File: src/rtl/flash_seq_pkg.sv
package flash_seq_pkg;

   typedef enum logic [1:0] {
      LANES_NONE = 2'd0,
      LANES_ONE  = 2'd1,
      LANES_QUAD = 2'd2
   } lanes_e;

   typedef enum logic [1:0] {
      OP_PROGRAM   = 2'd0,
      OP_ERASE_SUB = 2'd1,
      OP_ERASE_ALL = 2'd2,
      OP_RSVD      = 2'd3
   } op_e;

   typedef enum logic [3:0] {
      S_IDLE,
      S_WE_ISSUE,
      S_WE_WAIT,
      S_WEL_ISSUE,
      S_WEL_WAIT,
      S_OP_ISSUE,
      S_OP_WAIT,
      S_BSY_ISSUE,
      S_BSY_WAIT,
      S_FINISH
   } step_e;

endpackage

File: src/rtl/flash_seq_chunk.sv
// Length of the next program operation: room left in the current page,
// clamped to the bytes still to be written.
module flash_seq_chunk #(
   parameter int LEN_W      = 16,
   parameter int PAGE_BYTES = 256,
   localparam int PAGE_W    = $clog2(PAGE_BYTES)
) (
   input  logic [PAGE_W-1:0] page_off,
   input  logic [LEN_W-1:0]  remain,
   output logic [LEN_W-1:0]  chunk
);
   logic [PAGE_W:0] room;

   always_comb begin
      room  = (PAGE_W+1)'(PAGE_BYTES) - {1'b0, page_off};
      chunk = (remain < LEN_W'(room)) ? remain : LEN_W'(room);
   end
endmodule

File: src/rtl/flash_seq_gate.sv
// Lets exactly 'limit' bytes through while open; counter clears per chunk.
module flash_seq_gate #(
   parameter int LEN_W = 16
) (
   input  logic             clk,
   input  logic             rst_n,
   input  logic             clear,
   input  logic             open,
   input  logic [LEN_W-1:0] limit,
   input  logic             in_valid,
   input  logic [7:0]       in_data,
   output logic             in_ready,
   output logic             out_valid,
   output logic [7:0]       out_data,
   input  logic             out_ready
);
   logic [LEN_W-1:0] sent;
   logic             pass;

   assign pass      = open && (sent < limit);
   assign out_valid = in_valid && pass;
   assign in_ready  = out_ready && pass;
   assign out_data  = in_data;

   always_ff @(posedge clk or negedge rst_n) begin
      if (!rst_n)
         sent <= '0;
      else if (clear)
         sent <= '0;
      else if (in_valid && out_ready && pass)
         sent <= sent + 1'b1;
   end
endmodule

File: src/rtl/flash_seq_fmt.sv
// Field formatter for the two engine ports, driven by the current step.
module flash_seq_fmt
   import flash_seq_pkg::*;
#(
   parameter int          ADDR_W    = 24,
   parameter int          LEN_W     = 16,
   parameter int          SUB_BYTES = 4096,
   parameter int          TMO_W     = 32,
   parameter logic [7:0]  OPC_WREN  = 8'h06,
   parameter logic [7:0]  OPC_PROG  = 8'h32,
   parameter logic [7:0]  OPC_SUB   = 8'h20,
   parameter logic [7:0]  OPC_CHIP  = 8'hC7,
   parameter int          WEL_BIT   = 1,
   parameter int          WIP_BIT   = 0,
   parameter logic [TMO_W-1:0] TMO_PROG = 32'd5000,
   parameter logic [TMO_W-1:0] TMO_SUB  = 32'd400000,
   parameter logic [TMO_W-1:0] TMO_CHIP = 32'd100000000
) (
   input  step_e             step,
   input  op_e               op,
   input  logic [ADDR_W-1:0] addr,
   input  logic [LEN_W-1:0]  chunk,
   output logic [7:0]        cmd_opcode,
   output logic [1:0]        cmd_addr_mode,
   output logic [ADDR_W-1:0] cmd_addr,
   output logic [1:0]        cmd_data_mode,
   output logic [LEN_W-1:0]  cmd_nbytes,
   output logic [7:0]        poll_mask,
   output logic [7:0]        poll_match,
   output logic [TMO_W-1:0]  poll_timeout
);
   localparam logic [7:0]        WEL_M    = 8'(1 << WEL_BIT);
   localparam logic [7:0]        WIP_M    = 8'(1 << WIP_BIT);
   localparam logic [ADDR_W-1:0] SUB_MASK = ~ADDR_W'(SUB_BYTES - 1);

   always_comb begin
      cmd_opcode    = OPC_WREN;
      cmd_addr_mode = LANES_NONE;
      cmd_addr      = '0;
      cmd_data_mode = LANES_NONE;
      cmd_nbytes    = '0;
      if (step == S_OP_ISSUE) begin
         case (op)
            OP_PROGRAM: begin
               cmd_opcode    = OPC_PROG;
               cmd_addr_mode = LANES_QUAD;
               cmd_addr      = addr;
               cmd_data_mode = LANES_QUAD;
               cmd_nbytes    = chunk;
            end
            OP_ERASE_SUB: begin
               cmd_opcode    = OPC_SUB;
               cmd_addr_mode = LANES_ONE;
               cmd_addr      = addr & SUB_MASK;
            end
            default: cmd_opcode = OPC_CHIP;
         endcase
      end
   end

   always_comb begin
      if (step == S_WEL_ISSUE) begin
         poll_mask    = WEL_M;
         poll_match   = WEL_M;
         poll_timeout = TMO_PROG;
      end else begin
         poll_mask  = WIP_M;
         poll_match = 8'h00;
         case (op)
            OP_ERASE_SUB: poll_timeout = TMO_SUB;
            OP_ERASE_ALL: poll_timeout = TMO_CHIP;
            default:      poll_timeout = TMO_PROG;
         endcase
      end
   end
endmodule

File: src/rtl/flash_seq_ctrl.sv
// Step sequencer: enable, latch poll, operation, busy poll, per chunk.
module flash_seq_ctrl
   import flash_seq_pkg::*;
#(
   parameter int ADDR_W = 24,
   parameter int LEN_W  = 16
) (
   input  logic              clk,
   input  logic              rst_n,
   input  logic              req_valid,
   input  logic [1:0]        req_op,
   input  logic [ADDR_W-1:0] req_addr,
   input  logic [LEN_W-1:0]  req_len,
   input  logic [LEN_W-1:0]  chunk,
   input  logic              cmd_ready,
   input  logic              cmd_done,
   input  logic              cmd_err,
   input  logic              poll_ready,
   input  logic              poll_done,
   input  logic              poll_err,
   output step_e             step,
   output op_e               op_q,
   output logic [ADDR_W-1:0] addr_q,
   output logic [LEN_W-1:0]  remain_q,
   output logic              req_ready,
   output logic              cmd_valid,
   output logic              poll_valid,
   output logic              done,
   output logic              err
);
   logic err_q;

   always_ff @(posedge clk or negedge rst_n) begin
      if (!rst_n) begin
         step     <= S_IDLE;
         op_q     <= OP_PROGRAM;
         addr_q   <= '0;
         remain_q <= '0;
         err_q    <= 1'b0;
      end else begin
         case (step)
            S_IDLE: if (req_valid) begin
               op_q     <= op_e'(req_op);
               addr_q   <= req_addr;
               remain_q <= req_len;
               err_q    <= 1'b0;
               if (op_e'(req_op) == OP_RSVD) begin
                  err_q <= 1'b1;
                  step  <= S_FINISH;
               end else if (op_e'(req_op) == OP_PROGRAM && req_len == '0)
                  step <= S_FINISH;
               else
                  step <= S_WE_ISSUE;
            end
            S_WE_ISSUE:  if (cmd_ready) step <= S_WE_WAIT;
            S_WE_WAIT: begin
               if (cmd_err) begin
                  err_q <= 1'b1;
                  step  <= S_FINISH;
               end else if (cmd_done)
                  step <= S_WEL_ISSUE;
            end
            S_WEL_ISSUE: if (poll_ready) step <= S_WEL_WAIT;
            S_WEL_WAIT: begin
               if (poll_err) begin
                  err_q <= 1'b1;
                  step  <= S_FINISH;
               end else if (poll_done)
                  step <= S_OP_ISSUE;
            end
            S_OP_ISSUE:  if (cmd_ready) step <= S_OP_WAIT;
            S_OP_WAIT: begin
               if (cmd_err) begin
                  err_q <= 1'b1;
                  step  <= S_FINISH;
               end else if (cmd_done)
                  step <= S_BSY_ISSUE;
            end
            S_BSY_ISSUE: if (poll_ready) step <= S_BSY_WAIT;
            S_BSY_WAIT: begin
               if (poll_err) begin
                  err_q <= 1'b1;
                  step  <= S_FINISH;
               end else if (poll_done) begin
                  if (op_q == OP_PROGRAM) begin
                     addr_q   <= addr_q + ADDR_W'(chunk);
                     remain_q <= remain_q - chunk;
                     step     <= (remain_q == chunk) ? S_FINISH : S_WE_ISSUE;
                  end else
                     step <= S_FINISH;
               end
            end
            default: step <= S_IDLE;
         endcase
      end
   end

   assign req_ready  = (step == S_IDLE);
   assign cmd_valid  = (step == S_WE_ISSUE) || (step == S_OP_ISSUE);
   assign poll_valid = (step == S_WEL_ISSUE) || (step == S_BSY_ISSUE);
   assign done       = (step == S_FINISH);
   assign err        = (step == S_FINISH) && err_q;
endmodule

File: src/rtl/flash_prog_seq.sv
module flash_prog_seq
   import flash_seq_pkg::*;
#(
   parameter int          ADDR_W     = 24,
   parameter int          LEN_W      = 16,
   parameter int          PAGE_BYTES = 256,
   parameter int          SUB_BYTES  = 4096,
   parameter int          TMO_W      = 32,
   parameter logic [7:0]  OPC_WREN   = 8'h06,
   parameter logic [7:0]  OPC_PROG   = 8'h32,
   parameter logic [7:0]  OPC_SUB    = 8'h20,
   parameter logic [7:0]  OPC_CHIP   = 8'hC7,
   parameter int          WEL_BIT    = 1,
   parameter int          WIP_BIT    = 0,
   parameter logic [TMO_W-1:0] TMO_PROG = 32'd5000,
   parameter logic [TMO_W-1:0] TMO_SUB  = 32'd400000,
   parameter logic [TMO_W-1:0] TMO_CHIP = 32'd100000000
) (
   input  logic              clk,
   input  logic              rst_n,
   input  logic              req_valid,
   output logic              req_ready,
   input  logic [1:0]        req_op,
   input  logic [ADDR_W-1:0] req_addr,
   input  logic [LEN_W-1:0]  req_len,
   input  logic              din_valid,
   input  logic [7:0]        din_data,
   output logic              din_ready,
   output logic              cmd_valid,
   input  logic              cmd_ready,
   output logic [7:0]        cmd_opcode,
   output logic [1:0]        cmd_addr_mode,
   output logic [ADDR_W-1:0] cmd_addr,
   output logic [1:0]        cmd_data_mode,
   output logic [LEN_W-1:0]  cmd_nbytes,
   input  logic              cmd_done,
   input  logic              cmd_err,
   output logic              tx_valid,
   output logic [7:0]        tx_data,
   input  logic              tx_ready,
   output logic              poll_valid,
   input  logic              poll_ready,
   output logic [7:0]        poll_mask,
   output logic [7:0]        poll_match,
   output logic [TMO_W-1:0]  poll_timeout,
   input  logic              poll_done,
   input  logic              poll_err,
   output logic              done,
   output logic              err
);
   localparam int PAGE_W = $clog2(PAGE_BYTES);
   localparam int SUB_W  = $clog2(SUB_BYTES);

   generate
      if (PAGE_BYTES < 2 || (PAGE_BYTES & (PAGE_BYTES - 1)) != 0) begin : g_bad_page
         $error("PAGE_BYTES must be a power of two of at least 2");
      end
      if ((SUB_BYTES & (SUB_BYTES - 1)) != 0 || SUB_BYTES < PAGE_BYTES) begin : g_bad_sub
         $error("SUB_BYTES must be a power of two no smaller than a page");
      end
      if (LEN_W <= PAGE_W) begin : g_bad_len
         $error("LEN_W must hold a full page count");
      end
      if (ADDR_W < SUB_W) begin : g_bad_addr
         $error("ADDR_W must cover a subsector");
      end
   endgenerate

   step_e             step;
   op_e               op_q;
   logic [ADDR_W-1:0] addr_q;
   logic [LEN_W-1:0]  remain_q;
   logic [LEN_W-1:0]  chunk;

   flash_seq_chunk #(.LEN_W(LEN_W), .PAGE_BYTES(PAGE_BYTES)) u_chunk (
      .page_off (addr_q[PAGE_W-1:0]),
      .remain   (remain_q),
      .chunk    (chunk)
   );

   flash_seq_ctrl #(.ADDR_W(ADDR_W), .LEN_W(LEN_W)) u_ctrl (
      .clk, .rst_n, .req_valid, .req_op, .req_addr, .req_len,
      .chunk, .cmd_ready, .cmd_done, .cmd_err,
      .poll_ready, .poll_done, .poll_err,
      .step, .op_q, .addr_q, .remain_q,
      .req_ready, .cmd_valid, .poll_valid, .done, .err
   );

   flash_seq_fmt #(
      .ADDR_W(ADDR_W), .LEN_W(LEN_W), .SUB_BYTES(SUB_BYTES), .TMO_W(TMO_W),
      .OPC_WREN(OPC_WREN), .OPC_PROG(OPC_PROG), .OPC_SUB(OPC_SUB), .OPC_CHIP(OPC_CHIP),
      .WEL_BIT(WEL_BIT), .WIP_BIT(WIP_BIT),
      .TMO_PROG(TMO_PROG), .TMO_SUB(TMO_SUB), .TMO_CHIP(TMO_CHIP)
   ) u_fmt (
      .step, .op(op_q), .addr(addr_q), .chunk,
      .cmd_opcode, .cmd_addr_mode, .cmd_addr, .cmd_data_mode, .cmd_nbytes,
      .poll_mask, .poll_match, .poll_timeout
   );

   flash_seq_gate #(.LEN_W(LEN_W)) u_gate (
      .clk, .rst_n,
      .clear     (step == S_OP_ISSUE),
      .open      ((step == S_OP_WAIT) && (op_q == OP_PROGRAM)),
      .limit     (chunk),
      .in_valid  (din_valid),
      .in_data   (din_data),
      .in_ready  (din_ready),
      .out_valid (tx_valid),
      .out_data  (tx_data),
      .out_ready (tx_ready)
   );
endmodule

File: config.mk
export PLATFORM = sky130hd
export DESIGN_NAME = flash_prog_seq
export DESIGN_NICKNAME = d
export VERILOG_FILES = /design/src/rtl/flash_seq_pkg.sv /design/src/rtl/flash_seq_chunk.sv /design/src/rtl/flash_seq_gate.sv /design/src/rtl/flash_seq_fmt.sv /design/src/rtl/flash_seq_ctrl.sv /design/src/rtl/flash_prog_seq.sv
export SDC_FILE = /design/constraint.sdc
export NUM_CORES = 1
export LEC_CHECK = 0
export BUFFER_PORTS_ARGS = -buffer_cell sky130_fd_sc_hd__buf_2
export CAP_MARGIN = 10
export CORE_ASPECT_RATIO = 0.8
export CORE_UTILIZATION = 58
export DETAILED_ROUTE_END_ITERATION = 8
export GPL_TIMING_DRIVEN = 0
export PLACE_DENSITY = 0.85
export SYNTH_ARGS = -nofsm -noshare
export SYNTH_HDL_FRONTEND = slang
export SYNTH_SLANG_ARGS = --single-unit
File: constraint.sdc
create_clock -name clk -period 14.51 [get_ports clk]
set_input_delay 2.902 -clock clk [delete_from_list [all_inputs] [get_ports clk]]
set_output_delay 2.902 -clock clk [all_outputs]
set_load 0.005 [all_outputs]
* After elaboration in Yosys (flattened, before gate mapping)
Index checks and enable logic that the tools add are counted.
Storage, ports and cells: register bits 63, output and inout bits 115, logic and storage cells 112
Operators by class: add/subtract/negate cells 4, order comparisons 2, eq/ne operators 27, muxes and demuxes 50, reductions and logical operators 23
Operators with widths (number):
- $mux 16 | 9
- $mux 24 | 5
- $pmux 24 s2 | 2
- $mux 4 | 17
- $pmux 27 s2 | 1
- $pmux 4 s9 | 1
- $mux 32 | 1
- $pmux 16 s2 | 1
- $add 24x16->24 | 1
- $add 16x1->16 const B | 1
- $eq 16x16->1 | 1
- $eq 4x3->1 const B | 4
- $logic_not 16->1 | 1
- $lt 16x16->1 | 1
- $lt 16x9->1 | 1
- $ne 2x2->1 const B | 8
- $pmux 8 s2 | 1
- $sub 16x16->16 | 1
- $ne 3x3->1 const B | 4
- $mux 2 | 5
- $reduce_and 9->1 | 1
- $sub 9x8->9 const A | 1
- $eq 4x2->1 const B | 2
- $eq 4x4->1 const B | 2
- 18 further kinds | 34

* Logic depth before layout (Yosys ltp)
Gate-level depths: netlist of run 1.
depth after elaboration 9, depth in mapped cells 25

* Modules after synthesis
From an unflattened synthesis of run 1, not the netlist that was laid out.
Unflattened totals: cell total of the unflattened synthesis 881, area total of the unflattened synthesis 6935.4 µm²
By module, submodules not included:
- flash_seq_ctrl | instances 1, cells an instance 535, area an instance 4235.3 µm²
- flash_seq_gate | instances 1, cells an instance 156, area an instance 1317.5 µm²
- flash_seq_fmt | instances 1, cells an instance 120, area an instance 852.1 µm²
- flash_seq_chunk | instances 1, cells an instance 67, area an instance 498.0 µm²
- flash_prog_seq | instances 1, cells an instance 3, area an instance 32.5 µm²

* Worst setup path after synthesis of run 1
OpenSTA, ideal clock, no wires.
path kind register -> output, start point reg u_ctrl.addr_q[1], end point out din_ready, arrival time 4.252 ns, required time 11.608 ns, setup slack 7.356 ns, cell stages (with the launch flop) 19, cell sequence dfrtp_1 -> nor3_1 -> nor3b_1 -> xnor2_1 -> inv_1 -> ha_1 -> a21o_1 -> a21oi_1 -> o31ai_1 -> o21a_1 -> nor2_1 -> buf_2 -> mux2i_1 -> ha_1 -> a2111oi_0 -> nand2_1 -> o311ai_2 -> o21a_1 -> and2_1
On the way: word-level cells in the longest chain between the ends 6
Ends and longest elaborated chain:
- from (decl) | line flash_seq_ctrl.sv:23 | output logic [ADDR_W-1:0] addr_q,
- from (signal assigned) | line flash_seq_ctrl.sv:44 | addr_q <= req_addr;
- from (signal assigned) | line flash_seq_ctrl.sv:86 | addr_q <= addr_q + ADDR_W'(chunk);
- $sub 9x8->9 (*) | line flash_seq_chunk.sv:15 | room = (PAGE_W+1)'(PAGE_BYTES) - {1'b0, page_off};
- $lt 16x9->1 | line flash_seq_chunk.sv:16 | chunk = (remain < LEN_W'(room)) ? remain : LEN_W'(room);
- $mux 16 (*) | line flash_seq_chunk.sv:16
- $lt 16x16->1 (*) | line flash_seq_gate.sv:20 | assign pass = open && (sent < limit);
- $logic_and 1x1->1 (*) | line flash_seq_gate.sv:20
- $logic_and 1x1->1 (*) | line flash_seq_gate.sv:22 | assign in_ready = out_ready && pass;
- to (decl) | line flash_prog_seq.sv:28 | output logic din_ready,
Mark *: on every way between the ends. The rest lies on a longest branch, timed or not.

* Worst setup path after layout of run 1
start point reg u_ctrl.addr_q[1], end point out tx_valid
On the way: word-level cells in the longest chain between the ends 6
Ends and longest elaborated chain:
- $sub 9x8->9 (*) | line flash_seq_chunk.sv:15
- $lt 16x9->1 | line flash_seq_chunk.sv:16
- $mux 16 (*) | line flash_seq_chunk.sv:16
- $lt 16x16->1 (*) | line flash_seq_gate.sv:20
- $logic_and 1x1->1 (*) | line flash_seq_gate.sv:20
- $logic_and 1x1->1 (*) | line flash_seq_gate.sv:21 | assign out_valid = in_valid && pass;
- to (decl) | line flash_prog_seq.sv:38 | output logic tx_valid,
Marked as above.

==> results.py, run 1 <==
metrics = {
    "hold_path": {
        "worst_hold_path_type": "reg -> reg",
    },
    "detailed_routing": {
        "drt-pass1-iter-count": 5,
        "drt_iter0_markers": 609,
        "via_per_inst": 5.768,
        "vias": 6512,
        "wl_um": 17710,
        "ant_nets": 0,
        "drc_errors": 0,
        "wl_per_cell_um": 15.68,
    },
    "synth": {
        "ys_seq_elements": 63,
        "yosysTopAreaCell": "dfrtp_1",
        "ys_seq_area_share_pct": 25.58,
        "synth-edff-count": 0,
        "synth_top_cell_area_share_pct": 25.58,
        "async_reset_ff_share_pct": 100.0,
        "avgSynthCellArea_um2": 7.762,
        "synth-warning-count": 0,
        "ys_top_cells_by_area": "dfrtp_1 26%, ha_1 11%, buf_4 7.4%, a21oi_1 5.5%, nand2_1 5.1%",
        "synthCells": 794,
        "synthFlopType": "dfrtp_1",
        "yosysUniqueCellTypes": 65,
        "syn_area_um2": 6163,
    },
    "worst_setup_path": {
        "worstSetupPathType": "reg -> out",
        "worst-path-max-fanout": 10,
        "path_delay_family": "compound AO/OA/AOI/OAI gates",
        "cp.arrival_ps": 5410,
        "end_kind": "primary output",
        "crit_slowest_cell": "a2111oi_0",
        "critPathMaxStageDelay_ps": 660,
        "critPathBufInv": 3,
        "crit_chain": "nor3_1, nor3b_1, xnor2_1, inv_1, ha_1, a21o_1, a21oi_1, o31ai_1, o21a_1, nor2_1, buf_2, mux2i_1, ha_1, a2111oi_0, nand2_1, o311ai_2, o21a_1, and2_1, buf_2",
        "worstPathRequired_ps": 11610,
        "start_kind": "register",
    },
    "floorplan": {
        "start_util_pct": 59.95,
        "ios": 176,
        "rows": 33,
        "die_x_um": 117.3,
        "dieArea_um2": 11050,
        "die_h_um": 94.20,
        "core_area_um2": 10280,
    },
    "grt": {
        "grt_pass1_wl_um": 28090,
        "grtUsageTotal_pct": 33.44,
        "grt_max_degree": 64,
        "grt_pass1_vias": 5678,
        "antenna_found_initial": 0,
        "grt.overflow.total": 0,
    },
    "clock_tree": {
        "cts_resized": 0,
        "clk_pin_slew_worst_paths_ps": 60,
        "clock-sinks": 63,
        "cts_root_buf": "clkbuf_16",
        "cts_buffers": 9,
        "cts_tree": "built",
        "cts-htree-levels": 3,
        "clk_latency_ps": 340,
        "postCtsHoldBufs": 0,
        "clockBufferDepth": 2,
        "post_cts_buffers": 0,
    },
    "sta": {
        "worst_pin_slew_ps": 1088,
        "setup-tns-final_ps": 0,
        "fin_skew_ps": 2.871,
        "finalCriticalPeriod_ps": 8310,
        "setup_viol": 0,
        "relSlewSlack_pct": 27.30,
        "fmax_mhz": 120.3,
        "slew_viol_final": 0,
        "hold_viol": 0,
        "rsz0062_at_grt": "no",
        "final.period_utilization_pct": 57.27,
    },
    "outcome": {
        "status": "finished, final reports clean",
    },
    "layout": {
        "num-fill-cells": 817,
        "final_common_cell": "buf_2",
        "final_cell_mix": "134 x buf_2, 83 x nand2_1, 68 x a21oi_1",
        "final_nets": 1102,
        "n_antenna_cell": 0,
        "drive_gt1_share_pct": 23.05,
        "area_growth_pct": 21.72,
    },
    "placed_design": {
        "dpl.hpwl_um": 13200,
        "port_buffers": 131,
        "place_congestion": 0.9192,
    },
    "power_and_ir_drop": {
        "p_total_mw": 1.546,
        "leakage_nw": 3.904,
        "powerDensity_nw_per_um2": 206.0,
        "ir_worst_vdd_mv": 0.1082,
    },
    "job": {
        "maxCapViolCount": 0,
    },
}
-- registers in the layout (all words and copies together) (netlist names) --
name,flops
u_ctrl.addr_q,24
u_ctrl.remain_q,16
u_gate.sent,16
u_ctrl.step,4
u_ctrl.op_q,2
u_ctrl.err_q,1
-- cell families after synthesis --
group | share of synthesized area, %
fa+ha+maj | 11.81
other cells | 0.1218
simple gates | 24.42
xor+xnor | 2.984
compound gates | 22.23
flops | 25.58
mux | 1.137
buf+inv | 11.71
-- layout make-up --
cell class	count	area (um^2)	area share [%]
buffer	92	586.8	7.822
inverter	36	135.1	1.801
sequential	63	1577	21.01
tap	140	175.2	2.335
multi-input combinational	651	4045	53.92
timing repair buffer	131	658.1	8.773
clock buffer	13	260.3	3.469
clock inverter	3	65.06	0.8672
-- worst min-delay path, delay by kind of cell, from the launching register on --
kind / cells / cell delay (ps)
DFF: 1 / 330
AOI/OAI and AO/OA: 2 / 150
-- power breakdown --
| part | internal, mW | switching (mW) |
|---|---|---|
| Sequential | 0.240 | 0.0801 |
| Clock | 0.160 | 0.0803 |
| Combinational | 0.418 | 0.567 |
-- worst paths after layout --
kind	endpoint	startpoint	slack [ps]	cells past startpoint
setup reg to reg	u_ctrl.addr_q[16]	u_ctrl.addr_q[1]	8470	22
max in group asynchronous	u_gate.sent[2]	rst_n	11300	1
min in group asynchronous	u_ctrl.addr_q[20]	rst_n	2660	1
hold / removal	u_ctrl.err_q	u_ctrl.err_q	530	2
setup / recovery	tx_valid	u_ctrl.addr_q[1]	6200	19
hold reg to reg	u_ctrl.err_q	u_ctrl.err_q	530	2
-- stage by stage --
step	hold WS (ps)	util [%]	std cells	setup WS (ps)	instance area [um^2]
CTS	529.9	72.97	1129	6179	7502
floorplan	469.7	-	842	7356	6344
finish	529.7	72.97	1129	6200	7502
detailed placement	518.3	69.81	1113	6551	7177
global placement	497.7	69.78	1113	6568	7174
global route	555.4	72.97	1129	5668	7502
-- synth_stat cells (all sizes together), types with 9 or more instances --
master,number
nand2,83
a31oi,15
nor3,15
or2,9
nand3,28
a21oi,68
o21ai,45
buf,67
and2,22
nor2,62
and3,13
xnor2,13
or4,9
nor2b,18
nand2b,13
ha,55
inv,36
dfrtp,63
clkbuf,25
a21o,26
-- per-layer routing --
metal / routed length, um / track usage (%)
met1: 7742 / 47.28
met4: 480 / 12.76
met5: 0 / 0
met2: 7668 / 48.77
met3: 1816 / 8.129
Note: power is estimated with default switching activity, not from simulation.
==> inputs of run 2 (changes only) <==
--- a/config.mk
+++ b/config.mk
@@ -5,13 +5,14 @@
 export SDC_FILE = /design/constraint.sdc
 export NUM_CORES = 1
 export LEC_CHECK = 0
+export ABC_AREA = 1
 export BUFFER_PORTS_ARGS = -buffer_cell sky130_fd_sc_hd__buf_2
 export CAP_MARGIN = 10
 export CORE_ASPECT_RATIO = 0.8
-export CORE_UTILIZATION = 58
+export CORE_UTILIZATION = 54
 export DETAILED_ROUTE_END_ITERATION = 8
 export GPL_TIMING_DRIVEN = 0
-export PLACE_DENSITY = 0.85
+export PLACE_DENSITY = 0.79
 export SYNTH_ARGS = -nofsm -noshare
 export SYNTH_HDL_FRONTEND = slang
 export SYNTH_SLANG_ARGS = --single-unit
==> constraint.sdc (replaced) <==
create_clock -name clk -period 8.1 [get_ports clk]
set_input_delay 1.62 -clock clk [delete_from_list [all_inputs] [get_ports clk]]
set_output_delay 1.62 -clock clk [all_outputs]
set_load 0.005 [all_outputs]
==> run 2 against run 1 <==
Register-to-register slack got worse by 5700 ps. Final cell count is 11% higher. Worst hold slack improved by 18 ps. Core utilization is 5.0 points lower. Critical path depth is 6 higher. Combinational power increased by 85%. Non-clock buffer count down 5. Largest cell class unchanged. Highest routed layer unchanged.
==> results.py, run 2 <==
metrics = {
    "floorplan": {
        "ios": 176,
        "dieArea_um2": 11990,
        "die_h_um": 98.15,
        "start_util_pct": 56.41,
        "rows": 34,
        "die_x_um": 122.2,
        "core_area_um2": 11060,
    },
    "layout": {
        "largest_reg_flops": 24,
        "drive_gt1_share_pct": 20.75,
        "fin_cells": 1257,
        "max_flop_register": "u_ctrl.addr_q",
        "regArea_um2": 1577,
        "top_regs": "u_ctrl.addr_q: 24 flops, u_ctrl.remain_q: 16 flops, u_gate.sent: 16 flops",
        "final_common_cell": "nand2_1",
        "final_cell_mix": "176 x nand2_1, 138 x buf_2, 119 x inv_1",
        "n_antenna_cell": 0,
        "multi_input_area_um2": 3809,
        "final_nets": 1228,
        "area_growth_pct": 20.57,
        "num-fill-cells": 1035,
        "final_core_util_pct": 68.02,
    },
    "worst_setup_path": {
        "critPathMaxStageDelay_ps": 640,
        "worstPathRequired_ps": 6480,
        "startpoint": "u_ctrl.addr_q[0]",
        "crit_slowest_cell": "o21ai_0",
        "start_kind": "register",
        "end_kind": "primary output",
        "r2r_start": "u_ctrl.addr_q[0]",
        "cp.arrival_ps": 4620,
        "worst-path-max-fanout": 10,
        "path_delay_family": "simple AND/OR/NAND/NOR gates",
        "critPathBufInv": 3,
        "cpMostUsedCell": "nand2_1",
        "worstSetupPathType": "reg -> out",
        "rr_endpoint": "u_ctrl.remain_q[15]",
        "r2r_cells": 29,
        "r2r_slack_ps": 2790,
    },
    "sta": {
        "worst_pin_slew_ps": 868.7,
        "slew_viol_final": 0,
        "relSlewSlack_pct": 41.55,
        "fmax_mhz": 160.2,
        "setup-tns-final_ps": 0,
        "finalCriticalPeriod_ps": 6243,
        "hold_viol": 0,
        "final.period_utilization_pct": 77.08,
        "rsz0062_at_grt": "no",
        "holdWs_ps": 548.0,
        "fin_skew_ps": 8.123,
        "setup_viol": 0,
    },
    "grt": {
        "grt_max_degree": 64,
        "grt_pass1_vias": 5853,
        "grtUsageTotal_pct": 30.62,
        "grt_pass1_wl_um": 28760,
        "antenna_found_initial": 0,
        "grt.overflow.total": 0,
    },
    "synth": {
        "ys_seq_area_share_pct": 25.27,
        "yosysTopAreaCell": "dfrtp_1",
        "ys_seq_elements": 63,
        "syn_area_um2": 6240,
        "synth.most_common_cell": "nand2_1",
        "synthFlopType": "dfrtp_1",
        "synth-warning-count": 0,
        "synth-edff-count": 0,
        "yosysUniqueCellTypes": 38,
        "synth_top_cell_area_share_pct": 25.27,
        "async_reset_ff_share_pct": 100.0,
        "synthCells": 920,
        "avgSynthCellArea_um2": 6.782,
        "ys_top_cells_by_area": "dfrtp_1 25%, ha_1 11%, nand2_1 11%, buf_4 7.3%, inv_1 7.2%",
        "yosys-top-cells-count": "176 x nand2_1, 119 x inv_1, 113 x nor2_1",
    },
    "clock_tree": {
        "clockBufferDepth": 2,
        "postCtsHoldBufs": 0,
        "cts_root_buf": "clkbuf_16",
        "clock-sinks": 63,
        "clk_latency_ps": 330,
        "post_cts_buffers": 0,
        "cts_resized": 0,
        "cts_buffers": 9,
        "cts_tree": "built",
        "cts-htree-levels": 3,
        "clk_pin_slew_worst_paths_ps": 60,
    },
    "placed_design": {
        "port_buffers": 131,
        "dpl.hpwl_um": 13800,
        "place_congestion": 0.9616,
        "placed_cells_incl_taps": 1243,
    },
    "detailed_routing": {
        "wl_um": 17730,
        "drc_errors": 0,
        "ant_nets": 0,
        "vias": 6606,
        "drt-pass1-iter-count": 5,
        "wl_per_cell_um": 14.11,
        "via_per_inst": 5.255,
        "drt_iter0_markers": 491,
    },
    "job": {
        "maxCapViolCount": 0,
    },
    "hold_path": {
        "worst_hold_path_type": "reg -> reg",
        "hold_path_depth": 2,
        "min-delay-start": "u_ctrl.remain_q[15]",
        "holdPathEnd": "u_ctrl.remain_q[15]",
    },
    "power_and_ir_drop": {
        "p_total_mw": 2.721,
        "ir_worst_vdd_mv": 0.1578,
        "leakage_nw": 4.189,
        "powerDensity_nw_per_um2": 361.6,
    },
    "outcome": {
        "status": "finished, final reports clean",
    },
}
## run 2: changes by cell type after synthesis, moves of 13 or more
| cell | delta |
|---|---|
| a21o_1 | -25 |
| nor2_1 | +51 |
| o22ai_1 | +13 |
| nor2b_1 | -18 |
| nand2b_1 | -13 |
| nand3_1 | +20 |
| a21oi_1 | -25 |
| o21ai_0 | +30 |
| nand2_1 | +93 |
| and2_1 | -21 |
| inv_1 | +83 |
| and3_1 | -13 |
## run 2: cell families after synthesis
group | after synthesis | synth area share (%)
xor+xnor | 29 | 4.071
fa+ha+maj | 57 | 11.67
buf+inv | 210 | 16.58
flops | 63 | 25.27
compound gates | 173 | 15.84
simple gates | 386 | 26.45
other cells | 2 | 0.1204
## run 2: area by class of cell
class,instances,share of cell area (%)
clock inverter,1,0.06652
multi-input combinational,695,50.62
clock buffer,13,3.459
inverter,123,6.137
buffer,87,7.617
tap,144,2.395
timing repair buffer,131,8.748
sequential,63,20.95
## run 2: metal layers
layer / share of wire, % / GRT usage, % / vias to the layer above
met5: 0 / 0 / -
met4: 1.7 / 9.006 / 0
met3: 11 / 7.126 / 33
met2: 41 / 43.85 / 322
met1: 46 / 45.27 / 2937
li1: - / - / 3314
## run 2: how the worst max path moves through the flow
stage                     end  slack, ps  depth (start not counted)
detailed placement   tx_valid       2230                         25
CTS                  tx_valid       1810                         25
floorplan           din_ready       3110                         24
global route        din_ready       1400                         25
finish              din_ready       1860                         25
global placement     tx_valid       2310                         25
## run 2: worst min-delay path, delay by kind of cell, from the launching register on
kind,cells,cell delay (ps)
AND/OR/NAND/NOR,2,130
flip-flops,1,390
## run 2: stage by stage
step | instance area [um^2] | setup WS, ps
2_1_floorplan | 6420 | 3114
3_3_place_gp | 7256 | 2314
3_5_place_dp | 7258 | 2233
4_1_cts | 7523 | 1812
5_1_grt | 7523 | 1396
6_report | 7523 | 1857
## run 2: power by group
group / switching (mW) / leakage [nW] / internal (mW) / total (mW)
clock: 0.142 / 0.132 / 0.220 / 0.362
combinational: 1.12 / 3.26 / 0.696 / 1.82
sequential: 0.110 / 0.799 / 0.433 / 0.544
total: 1.37 / 4.19 / 1.35 / 2.72
